### src/rtl/wdog_pkg.sv
package wdog_pkg;
   // byte offsets decoded by the register block
   localparam int unsigned CNT_OFS = 0;
   localparam int unsigned CFG_OFS = 4;
endpackage

### src/rtl/wdog_regs.sv
module wdog_regs #(
   parameter int DATA_W  = 32,
   parameter int ADDR_W  = 3,
   parameter int SRC_BIT = 0,
   parameter int DIS_BIT = 31
) (
   input  logic              clk,
   input  logic              rst_n,
   input  logic [ADDR_W-1:0] bus_addr,
   input  logic              bus_we,
   input  logic [DATA_W-1:0] bus_wdata,
   input  logic [DATA_W-1:0] count_q,
   output logic              cnt_wr,
   output logic              cfg_src,
   output logic              cfg_dis,
   output logic [DATA_W-1:0] bus_rdata
);
   import wdog_pkg::*;

   localparam logic [DATA_W-1:0] ONE_V    = 1;
   localparam logic [DATA_W-1:0] CFG_MASK = (ONE_V << SRC_BIT) | (ONE_V << DIS_BIT);

   logic              hit_cnt, hit_cfg;
   logic [DATA_W-1:0] cfg_q;

   assign hit_cnt = (bus_addr == ADDR_W'(CNT_OFS));
   assign hit_cfg = (bus_addr == ADDR_W'(CFG_OFS));
   assign cnt_wr  = bus_we & hit_cnt;

   always_ff @(posedge clk or negedge rst_n) begin
      if (!rst_n)
         cfg_q <= '0;
      else if (bus_we && hit_cfg)
         cfg_q <= bus_wdata & CFG_MASK;
   end

   assign cfg_src = cfg_q[SRC_BIT];
   assign cfg_dis = cfg_q[DIS_BIT];

   always_comb begin
      if (hit_cnt)
         bus_rdata = count_q;
      else if (hit_cfg)
         bus_rdata = cfg_q;
      else
         bus_rdata = '0;
   end
endmodule

### src/rtl/wdog_tick_sel.sv
module wdog_tick_sel #(
   parameter bit REG_TICK = 1'b0
) (
   input  logic clk,
   input  logic rst_n,
   input  logic sel_xtal,
   input  logic tick_xtal,
   input  logic tick_alt,
   output logic tick
);
   logic pick;
   assign pick = sel_xtal ? tick_xtal : tick_alt;

   generate
      if (REG_TICK) begin : g_reg
         logic tick_q;
         always_ff @(posedge clk or negedge rst_n) begin
            if (!rst_n) tick_q <= 1'b0;
            else        tick_q <= pick;
         end
         assign tick = tick_q;
      end else begin : g_comb
         logic unused_clk;
         assign unused_clk = clk ^ rst_n;
         assign tick = pick;
      end
   endgenerate
endmodule

### src/rtl/wdog_counter.sv
module wdog_counter #(
   parameter int DATA_W = 32
) (
   input  logic              clk,
   input  logic              rst_n,
   input  logic              wr,
   input  logic [DATA_W-1:0] wdata,
   input  logic              tick,
   input  logic              dis,
   output logic [DATA_W-1:0] count_q,
   output logic              fire
);
   localparam logic [DATA_W-1:0] ONE_V = 1;

   logic at_term, above_term;
   assign at_term    = (count_q == ONE_V);
   assign above_term = (count_q > ONE_V);
   assign fire       = !wr && !dis && at_term;

   always_ff @(posedge clk or negedge rst_n) begin
      if (!rst_n)
         count_q <= '0;
      else if (wr)
         count_q <= wdata;
      else if (dis)
         count_q <= count_q;
      else if (at_term)
         count_q <= '0;
      else if (above_term && tick)
         count_q <= count_q - ONE_V;
   end
endmodule

### src/rtl/wdog_pulse.sv
module wdog_pulse #(
   parameter int PULSE_CYCLES = 16
) (
   input  logic clk,
   input  logic rst_n,
   input  logic fire,
   output logic pulse
);
   generate
      if (PULSE_CYCLES == 1) begin : g_flop
         logic p_q;
         always_ff @(posedge clk or negedge rst_n) begin
            if (!rst_n) p_q <= 1'b0;
            else        p_q <= fire;
         end
         assign pulse = p_q;
      end else begin : g_count
         localparam int PW = $clog2(PULSE_CYCLES + 1);
         localparam logic [PW-1:0] LOAD = PW'(PULSE_CYCLES);
         logic [PW-1:0] left_q;
         always_ff @(posedge clk or negedge rst_n) begin
            if (!rst_n)
               left_q <= '0;
            else if (fire)
               left_q <= LOAD;
            else if (left_q != '0)
               left_q <= left_q - PW'(1);
         end
         assign pulse = (left_q != '0);
      end
   endgenerate
endmodule

### src/rtl/wdog_timer.sv
module wdog_timer #(
   parameter int DATA_W       = 32,
   parameter int ADDR_W       = 3,
   parameter int SRC_BIT      = 0,
   parameter int DIS_BIT      = 31,
   parameter int PULSE_CYCLES = 16,
   parameter bit REG_TICK     = 1'b0
) (
   input  logic              clk,
   input  logic              rst_n,
   input  logic [ADDR_W-1:0] bus_addr,
   input  logic              bus_we,
   input  logic [DATA_W-1:0] bus_wdata,
   output logic [DATA_W-1:0] bus_rdata,
   input  logic              tick_xtal,
   input  logic              tick_alt,
   output logic              rst_req
);
   generate
      if (DATA_W < 2) begin : g_bad_w
         $error("wdog_timer: DATA_W must be at least 2");
      end
      if (ADDR_W < 3) begin : g_bad_a
         $error("wdog_timer: ADDR_W must reach byte offset 4");
      end
      if (SRC_BIT >= DATA_W || DIS_BIT >= DATA_W || SRC_BIT == DIS_BIT) begin : g_bad_b
         $error("wdog_timer: configuration bit positions invalid");
      end
      if (PULSE_CYCLES < 1) begin : g_bad_p
         $error("wdog_timer: PULSE_CYCLES must be at least 1");
      end
   endgenerate

   logic              cnt_wr, sel_xtal, dis, tick, fire;
   logic [DATA_W-1:0] count_q;

   wdog_regs #(
      .DATA_W(DATA_W), .ADDR_W(ADDR_W), .SRC_BIT(SRC_BIT), .DIS_BIT(DIS_BIT)
   ) u_regs (
      .clk(clk), .rst_n(rst_n), .bus_addr(bus_addr), .bus_we(bus_we),
      .bus_wdata(bus_wdata), .count_q(count_q), .cnt_wr(cnt_wr),
      .cfg_src(sel_xtal), .cfg_dis(dis), .bus_rdata(bus_rdata)
   );

   wdog_tick_sel #(.REG_TICK(REG_TICK)) u_tick (
      .clk(clk), .rst_n(rst_n), .sel_xtal(sel_xtal),
      .tick_xtal(tick_xtal), .tick_alt(tick_alt), .tick(tick)
   );

   wdog_counter #(.DATA_W(DATA_W)) u_cnt (
      .clk(clk), .rst_n(rst_n), .wr(cnt_wr), .wdata(bus_wdata),
      .tick(tick), .dis(dis), .count_q(count_q), .fire(fire)
   );

   wdog_pulse #(.PULSE_CYCLES(PULSE_CYCLES)) u_pulse (
      .clk(clk), .rst_n(rst_n), .fire(fire), .pulse(rst_req)
   );
endmodule

### config.mk
export PLATFORM = sky130hd
export DESIGN_NAME = wdog_timer
export DESIGN_NICKNAME = d
export VERILOG_FILES = /design/src/rtl/wdog_pkg.sv /design/src/rtl/wdog_regs.sv /design/src/rtl/wdog_tick_sel.sv /design/src/rtl/wdog_counter.sv /design/src/rtl/wdog_pulse.sv /design/src/rtl/wdog_timer.sv
export SDC_FILE = /design/constraint.sdc
export NUM_CORES = 1
export LEC_CHECK = 0
export BUFFER_PORTS_ARGS = -buffer_cell sky130_fd_sc_hd__buf_2
export CAP_MARGIN = 20
export CORE_ASPECT_RATIO = 0.6
export CORE_MARGIN = 2
export CORE_UTILIZATION = 55
export DETAILED_ROUTE_END_ITERATION = 6
export GPL_ROUTABILITY_DRIVEN = 0
export PLACE_DENSITY = 0.84
export SYNTH_ARGS = -nofsm -noshare
export SYNTH_HDL_FRONTEND = slang
export SYNTH_SLANG_ARGS = --single-unit
export TNS_END_PERCENT = 5
### constraint.sdc
create_clock -name clk -period 4 [get_ports clk]
set_input_delay 0.8 -clock clk [delete_from_list [all_inputs] [get_ports clk]]
set_output_delay 0.8 -clock clk [all_outputs]
set_load 0.01 [all_outputs]
# --- After elaboration in Yosys (flattened, before gate mapping) ---
# Index checks and enable logic that the tools add are counted.
totals:
  ff_bits: 39
  latch_bits: 0
  mem_bits_rw: 0
  mem_bits_ro: 0
  in_bits: 40
  output_inout_bits: 33
  wordCells: 30
  n_memories: 0
op_classes:
  add_sub_neg: 2
  n_mul: 0
  n_div: 0
  n_lt_le_gt_ge: 1
  n_eq_ne: 3
  n_shift: 0
  muxes: 9
  bitwise: 1
  reduce_logical: 11
op_table:
  columns: ["cell", "count"]
  rows:
  - ["$mux 32", 6]
  - ["$eq 32x1->1 const B", 1]
  - ["$gt 32x1->1 const B", 1]
  - ["$sub 32x1->32 const B", 1]
  - ["$mux 5", 2]
  - ["$reduce_bool 5->1", 1]
  - ["$sub 5x1->5 const B", 1]
  - ["$logic_and 1x1->1", 4]
  - ["$eq 3x3->1 const B", 1]
  - ["$logic_not 3->1", 1]
  - ["$reduce_bool 3->1", 1]
  - ["$logic_not 1->1", 2]
  - ["$ne 2x1->1 const B", 1]
  - ["$reduce_and 2->1", 1]
  - ["$reduce_bool 2->1", 1]
  - ["$and 1x1->1", 1]
  - ["$mux 1", 1]

# --- Longest topological paths before layout ---
logic_depth:
  depth_word: 6
  ltp_mapped: 9
  mapped_depth_nobuf: 8

# --- Cells and area by module ---
# From an unflattened synthesis, not the netlist that was laid out.
hier_totals:
  cells_unflattened: 342
  area_unflattened_um2: 2815.2
modules_own_cells:
  columns: ["module", "n_inst", "cells_each", "area_per_inst_um2", "seq_area_each_um2"]
  rows:
  - ["wdog_counter", 1, 272, 2204.6, 800.8]
  - ["wdog_regs", 1, 44, 334.1, 50.0]
  - ["wdog_pulse", 1, 25, 261.5, 125.1]
  - ["wdog_tick_sel", 1, 1, 15.0, 0.0]

# --- Worst setup path before layout ---
# No wires, ideal clock.
synth_timing:
  path_kind: "flip-flop to flip-flop"
  startpoint: "reg u_cnt.count_q[19]"
  endpoint: "reg u_cnt.count_q[1]"
  setup_time_ns: 0.126
  arrival_time_ns: 2.449
  required_time_ns: 3.874
  setup_slack_ns: 1.425
  stages_incl_launch_ff: 8
  path_buffers: 1
  synth_period_minus_slack_ns: 2.575
  path_cell_list: "dfrtp_1 or4_1 buf_2 or3_4 or4_4 o21ai_2 nor2_1 a221o_1"
synth_between:
  elab_chain_len: 4
  elab_cells_between_ends: 8
  cone_classes: "1 x order compare; 1 x eq/ne; 3 x mux; 3 x reduce/logical"
synth_lines:
  columns: ["item", "line_no", "rtl"]
  rows:
  - ["from (decl)", "wdog_counter.sv:10", "output logic [DATA_W-1:0] count_q,"]
  - ["from (signal assigned)", "wdog_counter.sv:24", "count_q <= wdata;"]
  - ["from (signal assigned)", "wdog_counter.sv:26", "count_q <= count_q;"]
  - ["from (signal assigned)", "wdog_counter.sv:30", "count_q <= count_q - ONE_V;"]
  - ["$gt 32x1->1 or $eq 32x1->1 (tied branches)", "wdog_counter.sv:17, wdog_counter.sv:16", null]
  - ["$logic_and 1x1->1 or $mux 32 (tied branches)", "wdog_counter.sv:29, wdog_counter.sv:27", null]
  - ["$reduce_bool 3->1 (no line) or $mux 32 (tied branches)", null, null]
  - ["$reduce_and 2->1 (no line) or $mux 32 (tied branches)", null, null]
# Several ways; a longest one is shown, not always the timed one. The select of a mux whose other input is x is not followed.
# A chain may end at the register's enable or synchronous reset.

# --- Worst setup path after layout ---
layout_timing:
  startpoint: "reg u_cnt.count_q[0]"
  endpoint: "reg u_cnt.count_q[11]"
layout_between:
  elab_chain_len: 5
  elab_cells_between_ends: 10
  cone_classes: "1 x add/sub; 1 x order compare; 1 x eq/ne; 4 x mux; 3 x reduce/logical"
layout_lines:
  columns: ["item", "line_no", "rtl"]
  rows:
  - ["$sub 32x1->32", "wdog_counter.sv:30", null]
  - ["$mux 32", "wdog_counter.sv:29", "else if (above_term && tick)"]
  - ["$mux 32", "wdog_counter.sv:27", "else if (at_term)"]
  - ["$mux 32", "wdog_counter.sv:25", "else if (dis)"]
  - ["$mux 32", "wdog_counter.sv:23", "else if (wr)"]
# Several ways; a longest one is shown, not always the timed one. The select of a mux whose other input is x is not followed.

==> metrics <==
yosys warns 0; MaxCap Viol Count 0; combinational share of power 0.336; CTS Buffer Depth 2; vias per cell 6.16; Startpoint Class flip-flop; CTS Root Cell clkbuf_8; hold_sp u_pulse.g_count.left_q[4]$_DFFE_PN0P_; Crit-path slowest cell a2111oi_0; Max VDD drop 385 uV; drt total wl 7030 um; sw power 527 uW; Fillers 394; detailed-route via count 2686; share of cells above drive strength 1 0.249; HPWL after detailed placement 5180 um; Power, Total 1.37 mW; Initial Util 0.563; initial antenna violation count 0; PD cells 451 nW/um2; final setup violating endpoints 0; pre-CTS setup slack 0.921 ns; Clock Sinks 39; Sw Share 0.385; crit path time final 3.17 ns; setup repair after global routing missed its margin false; Port Buf Inserts 72; Hold Path Class reg -> reg; Async SR Flop Fraction 1.00; GRT Total Usage 0.289; number of diodes 0; CTS tree done; r2r startpoint u_cnt.count_q[0]$_DFFE_PN0P_; post-DR wirelength/cell 16.1 um; post-CTS sizing 0; Crit path required time 4.14 ns; drt pass-1 iters 5; main flop type after synthesis dfrtp_1; Post-synth EDFFs 0; crit path kind reg -> reg; Top Ports 73; Hold Vio Cnt, Final 0; total gr overflow 0; internal power 844 uW; crit-path most repeated cell nand2_1; Synth Register Bits 39; cts hold-fix bufs 0; first-pass GRT wire length 12100 um; H-tree levels 2; Starting DRT DRC Count 245; Post-CTS Setup Bufs 0; CTS Buf Count 5; Residual DRC 0; Worst-path clk slew 0.08 ns; Seq pwr share 0.477; DIE WIDTH 91.8 um; largest net degree at the start of global routing 40; met2 Use GR 0.420; Cells after Synth 303; Clk network pwr share 0.188; mapped cell area 2540 um2; worst path cell trace inv_1 > ha_1 > nor3b_1 > nand2_1 > a2111oi_0 > nor3_1 > buf_4 > nand2_1 > o311ai_0; worst-margin pin slew 1.01 ns; final net count 416; clk_skew 0.00746 ns; final setup TNS 0 ns; final worst slack 0.828 ns; vias in the first global route 2549; crit-path max FO 7; critical path data arrival time 3.31 ns; Die Ht 56.7 um; Net Count, Synth 347; M3 GR Usage 0.0564; sequential-to-total area share from yosys stat 0.384; clk_lat worst skew 0.28 ns; most used routing layer met1; crit-path max cell delay 0.63 ns; leakage power 1.36 nW; global routing usage on met1 0.450; Rel. slew slack 0.325; core area 4520 um2; run status finished, final reports clean; CP endpoint kind flip-flop; Die ar. 5200 um2; Area Overhead vs Synth 19.6%; syn_area_per_cell 8.39 um2; DRT antenna net count 0; post-synth cell types 45; fmax 315 MHz; final worst-path cycle share 0.793; Slew Limit Fails 0; Row Count 19; Setup crit start u_cnt.count_q[0]$_DFFE_PN0P_
==> path summary, 6_finish.rpt <==
| kind | to | slack (ns) | cells past startpoint |
|---|---|---|---|
| max | u_cnt.count_q[11]$_DFFE_PN0P_ | 0.83 | 9 |
| min | u_pulse.g_count.left_q[4]$_DFFE_PN0P_ | 0.53 | 1 |
| max reg2reg | u_cnt.count_q[11]$_DFFE_PN0P_ | 0.83 | 9 |
| min reg2reg | u_pulse.g_count.left_q[4]$_DFFE_PN0P_ | 0.53 | 1 |
| max in group asynchronous | u_cnt.count_q[16]$_DFFE_PN0P_ | 2.81 | 1 |
| min in group asynchronous | u_pulse.g_count.left_q[3]$_DFFE_PN0P_ | 0.64 | 1 |
==> critical path: cells and delay by family, from the launching register on <==
| kind | cells | cell delay, ns |
|---|---|---|
| AND/OR/NAND/NOR | 4 | 1.27 |
| AO/OA/AOI/OAI | 2 | 0.78 |
| flip-flops | 1 | 0.46 |
| buffers and inverters | 2 | 0.32 |
| adder cells (fa/ha/maj) | 1 | 0.19 |
==> sequential cells by signal (all words and copies together), names as in the netlist <==
signal / count
u_cnt.count_q: 32
u_pulse.g_count.left_q: 5
u_regs.cfg_q: 2
==> Yosys cell counts (all sizes together), types with 3 or more instances <==
cell type,n,area (um2)
xnor2,3,26.3
o211ai,21,158
or4,4,33.8
and2,33,206
or3,7,48.8
clkbuf,9,33.8
nand3,16,80.1
o21ai,6,33.8
nor4,9,62.6
a21oi,6,30.0
dfrtp,39,976
inv,8,30.0
nor3,16,85.1
ha,4,50.1
or2,3,18.8
a221o,6,60.1
a32oi,3,26.3
nor2,19,71.3
nand2,51,191
o311ai,10,87.6
buf,5,23.8
a31oi,3,18.8
==> metal layers <==
layer,share of wire,wire (um)
met2,0.43,3020
met3,0.091,638
met4,0.0064,45
met1,0.47,3330
met5,0,0
==> power by group through the flow <==
stage                     clock (mW)  sequential [mW]  combinational (mW)
after floorplan                    0            0.611               0.344
final                          0.257            0.653               0.460
after global placement             0            0.648               0.439
after global routing           0.276            0.676               0.523
after CTS                      0.260            0.649               0.458
after detailed placement           0            0.656               0.456
==> layout by cell type (no fill, tap or decap), types with 8 or more instances in the layout <==
cell,count
buf_2,72
nand2_1,51
dfrtp_1,39
and2_1,33
o211ai_1,21
nor2_1,19
nand3_1,16
nor3_1,14
o311ai_0,10
inv_1,8
nor4_1,8
==> final cells by class <==
type	count	area (um2)	share of cell area
multi-input combinational	242	1480	0.488
sequential	39	976	0.321
timing repair buffer	76	390	0.128
tap	63	78.8	0.0259
clock buffer	7	76.3	0.0251
inverter	8	30.0	0.00988
clock inverter	1	5.00	0.00165
==> cells by family (layout without fill, tap and decap cells) <==
| family | after synthesis | after routing | synth area share |
|---|---|---|---|
| adders and majority gates | 4 | 4 | 0.0197 |
| DFF | 39 | 39 | 0.384 |
| muxes | 4 | 4 | 0.0167 |
| AOI/OAI and AO/OA | 66 | 66 | 0.201 |
| and+or+nand+nor | 165 | 165 | 0.334 |
| buffers and inverters | 22 | 92 | 0.0344 |
| xor gates and xnor gates | 3 | 3 | 0.0103 |
==> stage by stage <==
step	hold WS (ns)	area, um2	utilization	cells
after CTS	0.529	3040	0.673	436
after global placement	0.508	2960	0.655	428
after floorplan	0.484	2540	-	303
final	0.530	3040	0.673	436
after global routing	0.579	3040	0.673	436
after detailed placement	0.506	2960	0.655	428
(Power assumes the default switching activity.)
